==> config.mk <==
export PLATFORM = sky130hd
export DESIGN_NAME = dmairq_bank
export DESIGN_NICKNAME = d
export VERILOG_FILES = /design/src/rtl/dmairq_pkg.sv /design/src/rtl/dmairq_bitreg.sv /design/src/rtl/dmairq_decode.sv /design/src/rtl/dmairq_merr_log.sv /design/src/rtl/dmairq_bank.sv
export SDC_FILE = /design/constraint.sdc
export NUM_CORES = 1
export LEC_CHECK = 0
export BUFFER_PORTS_ARGS = -buffer_cell sky130_fd_sc_hd__clkbuf_2
export CAP_MARGIN = 20
export CORE_ASPECT_RATIO = 0.5
export CORE_MARGIN = 5
export CORE_UTILIZATION = 55
export DETAILED_ROUTE_END_ITERATION = 12
export PLACE_DENSITY = 0.85
export RECOVER_POWER = 50
export SLEW_MARGIN = 5
export SYNTH_ARGS = -nofsm -noshare
export SYNTH_HDL_FRONTEND = slang
export SYNTH_SLANG_ARGS = --single-unit
==> constraint.sdc <==
create_clock -name clk -period 2.8 [get_ports clk]
set_input_delay 0.42 -clock clk [delete_from_list [all_inputs] [get_ports clk]]
set_output_delay 0.42 -clock clk [all_outputs]
set_load 0.03 [all_outputs]
==> src/rtl/dmairq_pkg.sv <==
package dmairq_pkg;

    localparam int DW = 32;

    // Register byte offsets (software-visible map)
    localparam logic [7:0] OFF_STAT0 = 8'h00;
    localparam logic [7:0] OFF_STAT1 = 8'h04;
    localparam logic [7:0] OFF_EN0   = 8'h08;
    localparam logic [7:0] OFF_EN1   = 8'h0C;
    localparam logic [7:0] OFF_RAW0  = 8'h10;
    localparam logic [7:0] OFF_RAW1  = 8'h14;
    localparam logic [7:0] OFF_CLR0  = 8'h18;
    localparam logic [7:0] OFF_CLR1  = 8'h1C;
    localparam logic [7:0] OFF_SET0  = 8'h20;
    localparam logic [7:0] OFF_SET1  = 8'h24;
    localparam logic [7:0] OFF_TC    = 8'h28;
    localparam logic [7:0] OFF_PC    = 8'h34;
    localparam logic [7:0] OFF_LW    = 8'h40;
    localparam logic [7:0] OFF_MLOG  = 8'h4C;

    localparam int HALF     = 16;
    localparam int MLOG_FW  = 4;

    // One-hot write strobes produced by the decoder
    typedef struct packed {
        logic en0;
        logic en1;
        logic clr0;
        logic clr1;
        logic set0;
        logic set1;
        logic tc_clr;
        logic tc_set;
        logic pc_clr;
        logic pc_set;
        logic lw_clr;
        logic lw_set;
    } wstrobe_t;

    // Bank selector used by the generated event banks
    typedef enum logic [1:0] {
        BK_TC = 2'd0,
        BK_PC = 2'd1,
        BK_LW = 2'd2
    } bank_e;

    function automatic logic [DW-1:0] chan_mask(input int nch);
        logic [DW-1:0] m;
        m = '0;
        for (int i = 0; i < nch; i++) m[i] = 1'b1;
        return m;
    endfunction

    function automatic logic [DW-1:0] grp0_mask(input int nch);
        logic [DW-1:0] m;
        m = '0;
        for (int i = 0; i < nch; i++) begin
            m[i]        = 1'b1;
            m[HALF + i] = 1'b1;
        end
        return m;
    endfunction

    function automatic logic [DW-1:0] grp1_mask(input int nch, input int nm);
        logic [DW-1:0] m;
        m = '0;
        for (int i = 0; i < nch; i++) m[i] = 1'b1;
        for (int j = 0; j < nm; j++) m[HALF + j] = 1'b1;
        return m;
    endfunction

    function automatic logic [7:0] bank_base(input bank_e b);
        case (b)
            BK_TC:   return OFF_TC;
            BK_PC:   return OFF_PC;
            default: return OFF_LW;
        endcase
    endfunction

endpackage

==> src/rtl/dmairq_bitreg.sv <==
module dmairq_bitreg #(
    parameter int             W    = 32,
    parameter logic [W-1:0]   MASK = '1
) (
    input  logic         clk,
    input  logic         rst,
    input  logic [W-1:0] hw_evt,
    input  logic         sw_clr,
    input  logic         sw_set,
    input  logic [W-1:0] sw_data,
    output logic [W-1:0] q
);
    logic [W-1:0] clr_bits;
    logic [W-1:0] set_bits;
    logic [W-1:0] nxt;

    always_comb begin
        clr_bits = sw_clr ? sw_data : '0;
        set_bits = sw_set ? sw_data : '0;
        // Events are ORed after the clear, so a same-cycle event survives
        nxt = ((q & ~clr_bits) | set_bits | hw_evt) & MASK;
    end

    always_ff @(posedge clk) begin
        if (rst) q <= '0;
        else     q <= nxt;
    end
endmodule

==> src/rtl/dmairq_decode.sv <==
module dmairq_decode
    import dmairq_pkg::*;
#(
    parameter int ADDR_W = 8
) (
    input  logic              bus_wr,
    input  logic [ADDR_W-1:0] bus_addr,
    output wstrobe_t          ws
);
    function automatic logic hit(input logic [ADDR_W-1:0] a, input logic [7:0] off);
        return a == ADDR_W'(off);
    endfunction

    always_comb begin
        ws        = '0;
        ws.en0    = bus_wr && hit(bus_addr, OFF_EN0);
        ws.en1    = bus_wr && hit(bus_addr, OFF_EN1);
        ws.clr0   = bus_wr && hit(bus_addr, OFF_CLR0);
        ws.clr1   = bus_wr && hit(bus_addr, OFF_CLR1);
        ws.set0   = bus_wr && hit(bus_addr, OFF_SET0);
        ws.set1   = bus_wr && hit(bus_addr, OFF_SET1);
        ws.tc_clr = bus_wr && hit(bus_addr, bank_base(BK_TC) + 8'h4);
        ws.tc_set = bus_wr && hit(bus_addr, bank_base(BK_TC) + 8'h8);
        ws.pc_clr = bus_wr && hit(bus_addr, bank_base(BK_PC) + 8'h4);
        ws.pc_set = bus_wr && hit(bus_addr, bank_base(BK_PC) + 8'h8);
        ws.lw_clr = bus_wr && hit(bus_addr, bank_base(BK_LW) + 8'h4);
        ws.lw_set = bus_wr && hit(bus_addr, bank_base(BK_LW) + 8'h8);
    end
endmodule

==> src/rtl/dmairq_merr_log.sv <==
module dmairq_merr_log
    import dmairq_pkg::*;
#(
    parameter int NMST = 3
) (
    input  logic                    clk,
    input  logic                    rst,
    input  logic [NMST-1:0]         merr_valid,
    input  logic [MLOG_FW*NMST-1:0] merr_chan,
    output logic [MLOG_FW*NMST-1:0] log_q
);
    for (genvar m = 0; m < NMST; m++) begin : g_fld
        always_ff @(posedge clk) begin
            if (rst)
                log_q[MLOG_FW*m +: MLOG_FW] <= '0;
            else if (merr_valid[m])
                log_q[MLOG_FW*m +: MLOG_FW] <= merr_chan[MLOG_FW*m +: MLOG_FW];
        end
    end
endmodule

==> src/rtl/dmairq_bank.sv <==
module dmairq_bank
    import dmairq_pkg::*;
#(
    parameter int NCH    = 16,
    parameter int NMST   = 3,
    parameter int ADDR_W = 8
) (
    input  logic                    clk,
    input  logic                    rst,
    input  logic                    bus_wr,
    input  logic [ADDR_W-1:0]       bus_addr,
    input  logic [31:0]             bus_wdata,
    output logic [31:0]             bus_rdata,
    input  logic [NCH-1:0]          ev_under,
    input  logic [NCH-1:0]          ev_over,
    input  logic [NCH-1:0]          ev_chan,
    input  logic [NCH-1:0]          ev_term,
    input  logic [NCH-1:0]          ev_pend,
    input  logic [NCH-1:0]          ev_lowwm,
    input  logic [NMST-1:0]         merr_valid,
    input  logic [4*NMST-1:0]       merr_chan,
    output logic                    irq
);
    localparam logic [DW-1:0]  M0   = grp0_mask(NCH);
    localparam logic [DW-1:0]  M1   = grp1_mask(NCH, NMST);
    localparam logic [NCH-1:0] MCH  = NCH'(chan_mask(NCH));
    localparam int             NBK  = 3;

    wstrobe_t        ws;
    logic [DW-1:0]   evt0, evt1;
    logic [DW-1:0]   raw0_q, raw1_q;
    logic [DW-1:0]   en0_q, en1_q;
    logic [NCH-1:0]  tc_q, pc_q, lw_q;
    logic [4*NMST-1:0] info_q;

    dmairq_decode #(.ADDR_W(ADDR_W)) u_dec (
        .bus_wr  (bus_wr),
        .bus_addr(bus_addr),
        .ws      (ws)
    );

    // Map event pulses into the two group words
    always_comb begin
        evt0 = '0;
        evt1 = '0;
        for (int i = 0; i < NCH; i++) begin
            evt0[i]        = ev_under[i];
            evt0[HALF + i] = ev_over[i];
            evt1[i]        = ev_chan[i];
        end
        for (int j = 0; j < NMST; j++) evt1[HALF + j] = merr_valid[j];
    end

    dmairq_bitreg #(.W(DW), .MASK(M0)) u_raw0 (
        .clk(clk), .rst(rst), .hw_evt(evt0),
        .sw_clr(ws.clr0), .sw_set(ws.set0), .sw_data(bus_wdata), .q(raw0_q)
    );

    dmairq_bitreg #(.W(DW), .MASK(M1)) u_raw1 (
        .clk(clk), .rst(rst), .hw_evt(evt1),
        .sw_clr(ws.clr1), .sw_set(ws.set1), .sw_data(bus_wdata), .q(raw1_q)
    );

    // Three unmasked event banks built from one template
    logic [NCH-1:0] bk_evt [NBK];
    logic           bk_clr [NBK];
    logic           bk_set [NBK];
    logic [NCH-1:0] bk_q   [NBK];

    always_comb begin
        bk_evt[BK_TC] = ev_term;  bk_clr[BK_TC] = ws.tc_clr; bk_set[BK_TC] = ws.tc_set;
        bk_evt[BK_PC] = ev_pend;  bk_clr[BK_PC] = ws.pc_clr; bk_set[BK_PC] = ws.pc_set;
        bk_evt[BK_LW] = ev_lowwm; bk_clr[BK_LW] = ws.lw_clr; bk_set[BK_LW] = ws.lw_set;
    end

    for (genvar b = 0; b < NBK; b++) begin : g_bank
        dmairq_bitreg #(.W(NCH), .MASK(MCH)) u_bk (
            .clk(clk), .rst(rst), .hw_evt(bk_evt[b]),
            .sw_clr(bk_clr[b]), .sw_set(bk_set[b]),
            .sw_data(bus_wdata[NCH-1:0]), .q(bk_q[b])
        );
    end

    assign tc_q = bk_q[BK_TC];
    assign pc_q = bk_q[BK_PC];
    assign lw_q = bk_q[BK_LW];

    // Enable masks
    always_ff @(posedge clk) begin
        if (rst) begin
            en0_q <= '0;
            en1_q <= '0;
        end else begin
            if (ws.en0) en0_q <= bus_wdata & M0;
            if (ws.en1) en1_q <= bus_wdata & M1;
        end
    end

    dmairq_merr_log #(.NMST(NMST)) u_log (
        .clk(clk), .rst(rst), .merr_valid(merr_valid),
        .merr_chan(merr_chan), .log_q(info_q)
    );

    // Read mux
    always_comb begin
        bus_rdata = '0;
        case (bus_addr)
            ADDR_W'(OFF_STAT0): bus_rdata = raw0_q & en0_q;
            ADDR_W'(OFF_STAT1): bus_rdata = raw1_q & en1_q;
            ADDR_W'(OFF_EN0):   bus_rdata = en0_q;
            ADDR_W'(OFF_EN1):   bus_rdata = en1_q;
            ADDR_W'(OFF_RAW0):  bus_rdata = raw0_q;
            ADDR_W'(OFF_RAW1):  bus_rdata = raw1_q;
            ADDR_W'(OFF_TC):    bus_rdata = DW'(tc_q);
            ADDR_W'(OFF_PC):    bus_rdata = DW'(pc_q);
            ADDR_W'(OFF_LW):    bus_rdata = DW'(lw_q);
            ADDR_W'(OFF_MLOG):  bus_rdata = DW'(info_q);
            default:            bus_rdata = '0;
        endcase
    end

    assign irq = (|(raw0_q & en0_q)) | (|(raw1_q & en1_q)) |
                 (|tc_q) | (|pc_q) | (|lw_q);

endmodule

Word level (Yosys, flattened, before mapping)
Index checks and enable logic that the tools add are counted.
{"block": "word_totals", "elab_cells": 84, "regBits": 162, "out_inout_bits": 33}
{"block": "op_classes", "reduce_logical": 18, "bitwise_logic": 26, "muxes": 11, "n_eq_ne": 19}
{"cell": "32-bit case mux with 10 select lines", "n": 1}
{"cell": "16-bit two-way mux", "n": 6}
{"cell": "16-bit bitwise OR", "n": 6}
{"cell": "32-bit AND", "n": 2}
{"cell": "8-bit by 6-bit equality test with 1-bit output, second input constant", "n": 8}
{"cell": "32-bit two-way mux", "n": 2}
{"cell": "32-bit bitwise OR", "n": 2}
{"cell": "32-bit OR reduction", "n": 2}
{"cell": "16-bit AND", "n": 3}
{"cell": "16-bit inverter", "n": 3}
{"cell": "16-bit OR reduction", "n": 3}
{"cell": "19-bit AND", "n": 2}
{"cell": "19-bit two-way mux", "n": 2}
{"cell": "19-bit bitwise OR", "n": 2}
{"cell": "8-bit by 5-bit equality test with 1-bit output, second input constant", "n": 4}
{"cell": "8-bit by 7-bit equality test with 1-bit output, second input constant", "n": 4}
{"cell": "32-bit inverter", "n": 1}
{"cell": "19-bit inverter", "n": 1}
{"cell": "8-bit by 4-bit equality test with 1-bit output, second input constant", "n": 2}
{"cell": "1-bit logical AND", "n": 12}
{"cell": "8-bit by 3-bit equality test with 1-bit output, second input constant", "n": 1}
{"cell": "8-bit logical NOT", "n": 1}
{"cell": "1-bit bitwise OR", "n": 4}

Longest topological paths before layout
{"block": "depth", "word_depth": 7, "depth_mapped": 8}

Hierarchy
Synthesis repeated with hierarchy kept, for this count alone.
{"block": "unflattened", "cells_unflattened": 955, "area_unflattened_um2": 8841.0}
{"mod": "dmairq_bank", "instances": 1, "area_each_um2": 3779.9, "cells_each": 450}
{"mod": "dmairq_bitreg at g_bank[0].u_bk ...", "instances": 3, "area_each_um2": 695.7, "cells_each": 70}
{"mod": "dmairq_bitreg at u_raw0", "instances": 1, "area_each_um2": 1460.2, "cells_each": 137}
{"mod": "dmairq_bitreg at u_raw1", "instances": 1, "area_each_um2": 912.1, "cells_each": 96}
{"mod": "dmairq_merr_log", "instances": 1, "area_each_um2": 425.4, "cells_each": 40}
{"mod": "dmairq_decode", "instances": 1, "area_each_um2": 176.4, "cells_each": 22}

Worst setup path before layout
No wires, ideal clock.
{"block": "synth_timing", "kind": "input port to output port", "from": "in bus_addr[5]", "to": "out bus_rdata[19]", "n_path_buf": 3, "stages": 7, "required_time_ps": 2380, "setup_slack_ps": 61, "t_arrival_ps": 2319, "path_cell_list": "buf_6 -> or4_1 -> buf_2 -> nor3_2 -> buf_2 -> a21oi_1 -> o21ai_0"}
{"block": "synth_between", "elab_chain_cells": 2}
{"element": "start, declared", "line_no": "dmairq_bank.sv:11", "text": "input logic [ADDR_W-1:0] bus_addr,"}
{"element": "8-bit by 7-bit equality test with 1-bit output (tied with other cells)", "line_no": "dmairq_bank.sv:107", "text": "case (bus_addr)"}
{"element": "32-bit case mux with 10 select lines *", "line_no": "dmairq_bank.sv:107"}
{"element": "end, declared", "line_no": "dmairq_bank.sv:13", "text": "output logic [31:0] bus_rdata,"}
Mark *: on every way between the ends. The rest lies on a longest branch, timed or not.

Worst setup path after layout
{"block": "layout_timing", "from": "reg u_raw0.q[7]", "to": "out irq"}
{"block": "layout_between", "elab_chain_cells": 6}
{"element": "start, declared", "line_no": "dmairq_bitreg.sv:11", "text": "output logic [W-1:0] q"}
{"element": "start signal, assigned", "line_no": "dmairq_bitreg.sv:26", "text": "else q <= nxt;"}
{"element": "32-bit AND", "line_no": "dmairq_bank.sv:122", "text": "assign irq = (|(raw0_q & en0_q)) | (|(raw1_q & en1_q)) |"}
{"element": "32-bit OR reduction", "line_no": "dmairq_bank.sv:122"}
{"element": "1-bit bitwise OR (2 in a row)", "line_no": "dmairq_bank.sv:122"}
{"element": "1-bit bitwise OR (2 in a row)", "line_no": "dmairq_bank.sv:123", "text": "(|tc_q) | (|pc_q) | (|lw_q);"}
{"element": "end, declared", "line_no": "dmairq_bank.sv:22", "text": "output logic irq"}
No other way between the ends.

==> flow_metrics.tcl <==
set metrics [dict create \
    final_area_sq_um 10400 \
    p_per_area_nw_per_um2 532 \
    synth_top_area_share_pct 38.6 \
    ir_worst_vdd_v 0.000409 \
    finalHoldViolCount 0 \
    clockBufferDepth 2 \
    yosysWarnings 0 \
    critPathBufInv 2 \
    numPortBuffers 186 \
    clkTransAtPathRegs_ns 0.06 \
    grt_pass1_wl_um 53200 \
    holdBufCountCts 0 \
    violations "capacitance limit, slew limit, setup timing" \
    placed_cell_area_sq_um 9850 \
    ys.flop_type "dfxtp_1" \
    crit_family "simple AND/OR/NAND/NOR gates" \
    num_rows 31 \
    syn_avg_cell_area_sq_um 7.85 \
    leakagePower_nw 4.09 \
    routed_wl_um 35600 \
    cts.sinks 162 \
    synth.top_cells.by_area "dfxtp_1 (39%), nand2_1 (12%), a221oi_2 (7.2%)" \
    clk_latency_ns 0.42 \
    end_kind "output pin" \
    vias 9740 \
    setup_ws_ns -0.351 \
    grtUsageTotal_pct 38.2 \
    clockRootBuffer "clkbuf_16" \
    vias_per_cell 6.61 \
    worstMarginPinSlew_ns 2.02 \
    ys_top_cells_by_count "nand2_1 (259), dfxtp_1 (162), a21oi_1 (109)" \
    maxCapViolCount 1 \
    drcViolationCount 0 \
    pre_cts_slack_ns -0.105 \
    final.setup_skew_ns 0 \
    areaGrowthSynthToFinish_pct 23.4 \
    yosysTopAreaCell "dfxtp_1" \
    synthesis.nets 1224 \
    grt_max_degree 68 \
    syn_inst 1070 \
    max_freq_mhz 317 \
    syn_area_sq_um 8400 \
    ys_types 43 \
    rsz0062_at_grt "true" \
    synth_seq_cells 162 \
    cts_tree "yes" \
    fin_nets 1420 \
    seq_area_frac_synth_pct 38.6 \
    nFillCells 1186 \
    htree_num_levels 4 \
    cpPeakStageDelay_ns 0.47 \
    p_total_mw 5.52 \
    finalSetupTns_ns -0.689 \
    drive_gt1_share_pct 27.5 \
    die_h_um 97.4 \
    antenna_found_initial 1 \
    ios 187 \
    numCtsBuffers 17 \
    yosys.cell_count.top_type "nand2_1" \
    start_util_pct 57.1 \
    start_kind "flop" \
    outcome "finished with violations" \
    setup_violations 8 \
    placed_cells 1445 \
    critPathRequiredTime_ns 2.38 \
    grt_pass1_vias 9138 \
    drt_iter0_drc 1454 \
    wl_per_cell_um 24.1 \
    cp.arrival_ns 2.73 \
    async_reset_ff_share_pct 0 \
    coreArea_sq_um 14700 \
    crit_fanout 2 \
    synth_edf_count 0 \
    path_cells "a22o_1 > a221oi_2 > buf_4 > nand4_1 > or4_1 > or4_4 > buf_8" \
    diodes 0 \
    crit_slowest_cell "or4_4" \
    routabilityCongestion 1.05 \
    min_period_over_period_pct 113 \
    drt_first_pass_iters 6 \
    finalMaxSlewViolations 44 \
    critPathKind "flop to output pin" \
    fp.dieArea_sq_um 18000 \
    timing.slew.headroom_pct -34.9 \
    grt_overflow 0 \
    final_cells 1474 \
    antenna_left 0 \
    hpwl_um 26300 \
    hold_path.class "input port to flop" \
    fp.dieW_um 185 \
    post-route-min-period_ns 3.15 \
]
==> worst reg2reg max path, stage by stage (launching register included) <==
cell and delay (ns):
dfxtp_1 0.31, buf_4 0.13, a221oi_1 0.30, nor2_1 0.07
==> metal layers <==
metal,GRT usage (%),vias up,wire length (um)
li1,-,4275,-
met1,54.5,4656,14400
met3,14.9,87,5540
met5,0,-,11
met2,53.5,720,14800
met4,9.81,2,795
==> worst paths after layout <==
check	startpoint	endpoint	slack [ns]	depth (start not counted)
worst min-delay path	ev_term[6]	g_bank[0].u_bk.q[6]$_SDFF_PP0_	0.21	3
worst max register to register	g_bank[2].u_bk.q[11]$_SDFF_PP0_	g_bank[2].u_bk.q[11]$_SDFF_PP0_	1.83	3
worst max-delay path	u_raw0.q[7]$_SDFF_PP0_	irq	-0.35	7
worst min register to register	en1_q[2]$_SDFFE_PP0P_	en1_q[2]$_SDFFE_PP0P_	0.46	2
==> cells in the final DEF, fill, tap and decap left out, drive strengths merged, types with 3 or more instances in the layout <==
master	instances
bufinv	3
a221oi	91
a22oi	19
a21o	5
nor2	105
nor3	8
inv	17
or4b	3
a222oi	9
nor4	15
o2111ai	4
or4	5
o21ai	60
nand4	17
a21oi	109
nand3	16
nor4b	4
mux2i	17
o211ai	8
nand2	259
buf	77
and3	21
dfxtp	162
a22o	8
clkbuf	215
o22ai	5
==> through the flow <==
| stage | hold slack (ns) | utilization, % |
|---|---|---|
| global placement | 0.456 | 67.0 |
| global route | 0.219 | 70.5 |
| finish | 0.210 | 70.5 |
| floorplan | 0.446 | - |
| CTS | 0.206 | 71.4 |
| detailed placement | 0.459 | 67.0 |
==> registers in the layout, indices dropped and copies added (netlist names) <==
register,cells
en0_q,32
u_raw1.q,19
u_raw0.q,32
g_bank.u_bk.q,48
en1_q,19
u_log.log_q,12
==> final cells by class <==
cell class              instances  area, sq um  share of cell area, %
multi-input cells             798         4590                   44.3
flip-flops and latches        162         3250                   31.4
repair buffers                271         1620                   15.6
clock buffers                  21          470                   4.54
well taps                     198          248                   2.39
clock inverters                 8          128                   1.23
inverters                      16         60.1                  0.579
==> cells by family after synthesis <==
group | share of synthesized area [%]
AO/OA/AOI/OAI | 28.3
AND/OR/NAND/NOR | 24.7
buffers and inverters | 6.39
flip-flops | 38.6
multiplexers | 2.03
==> power by group <==
| part | total, mW | switching, mW | internal (mW) | leakage, nW |
|---|---|---|---|---|
| logic | 0.549 | 0.318 | 0.231 | 2.46 |
| clock network | 2.42 | 0.958 | 1.46 | 0.287 |
| registers | 2.55 | 0.130 | 2.42 | 1.34 |
| total | 5.52 | 1.41 | 4.11 | 4.09 |
==> repair_timing <==
action,in CTS,in global routing
setup endpoints to repair,1,4
pin swaps,3,0
gates resized for setup,14,5
buffers inserted,0,0
(Power assumes the default switching activity.)
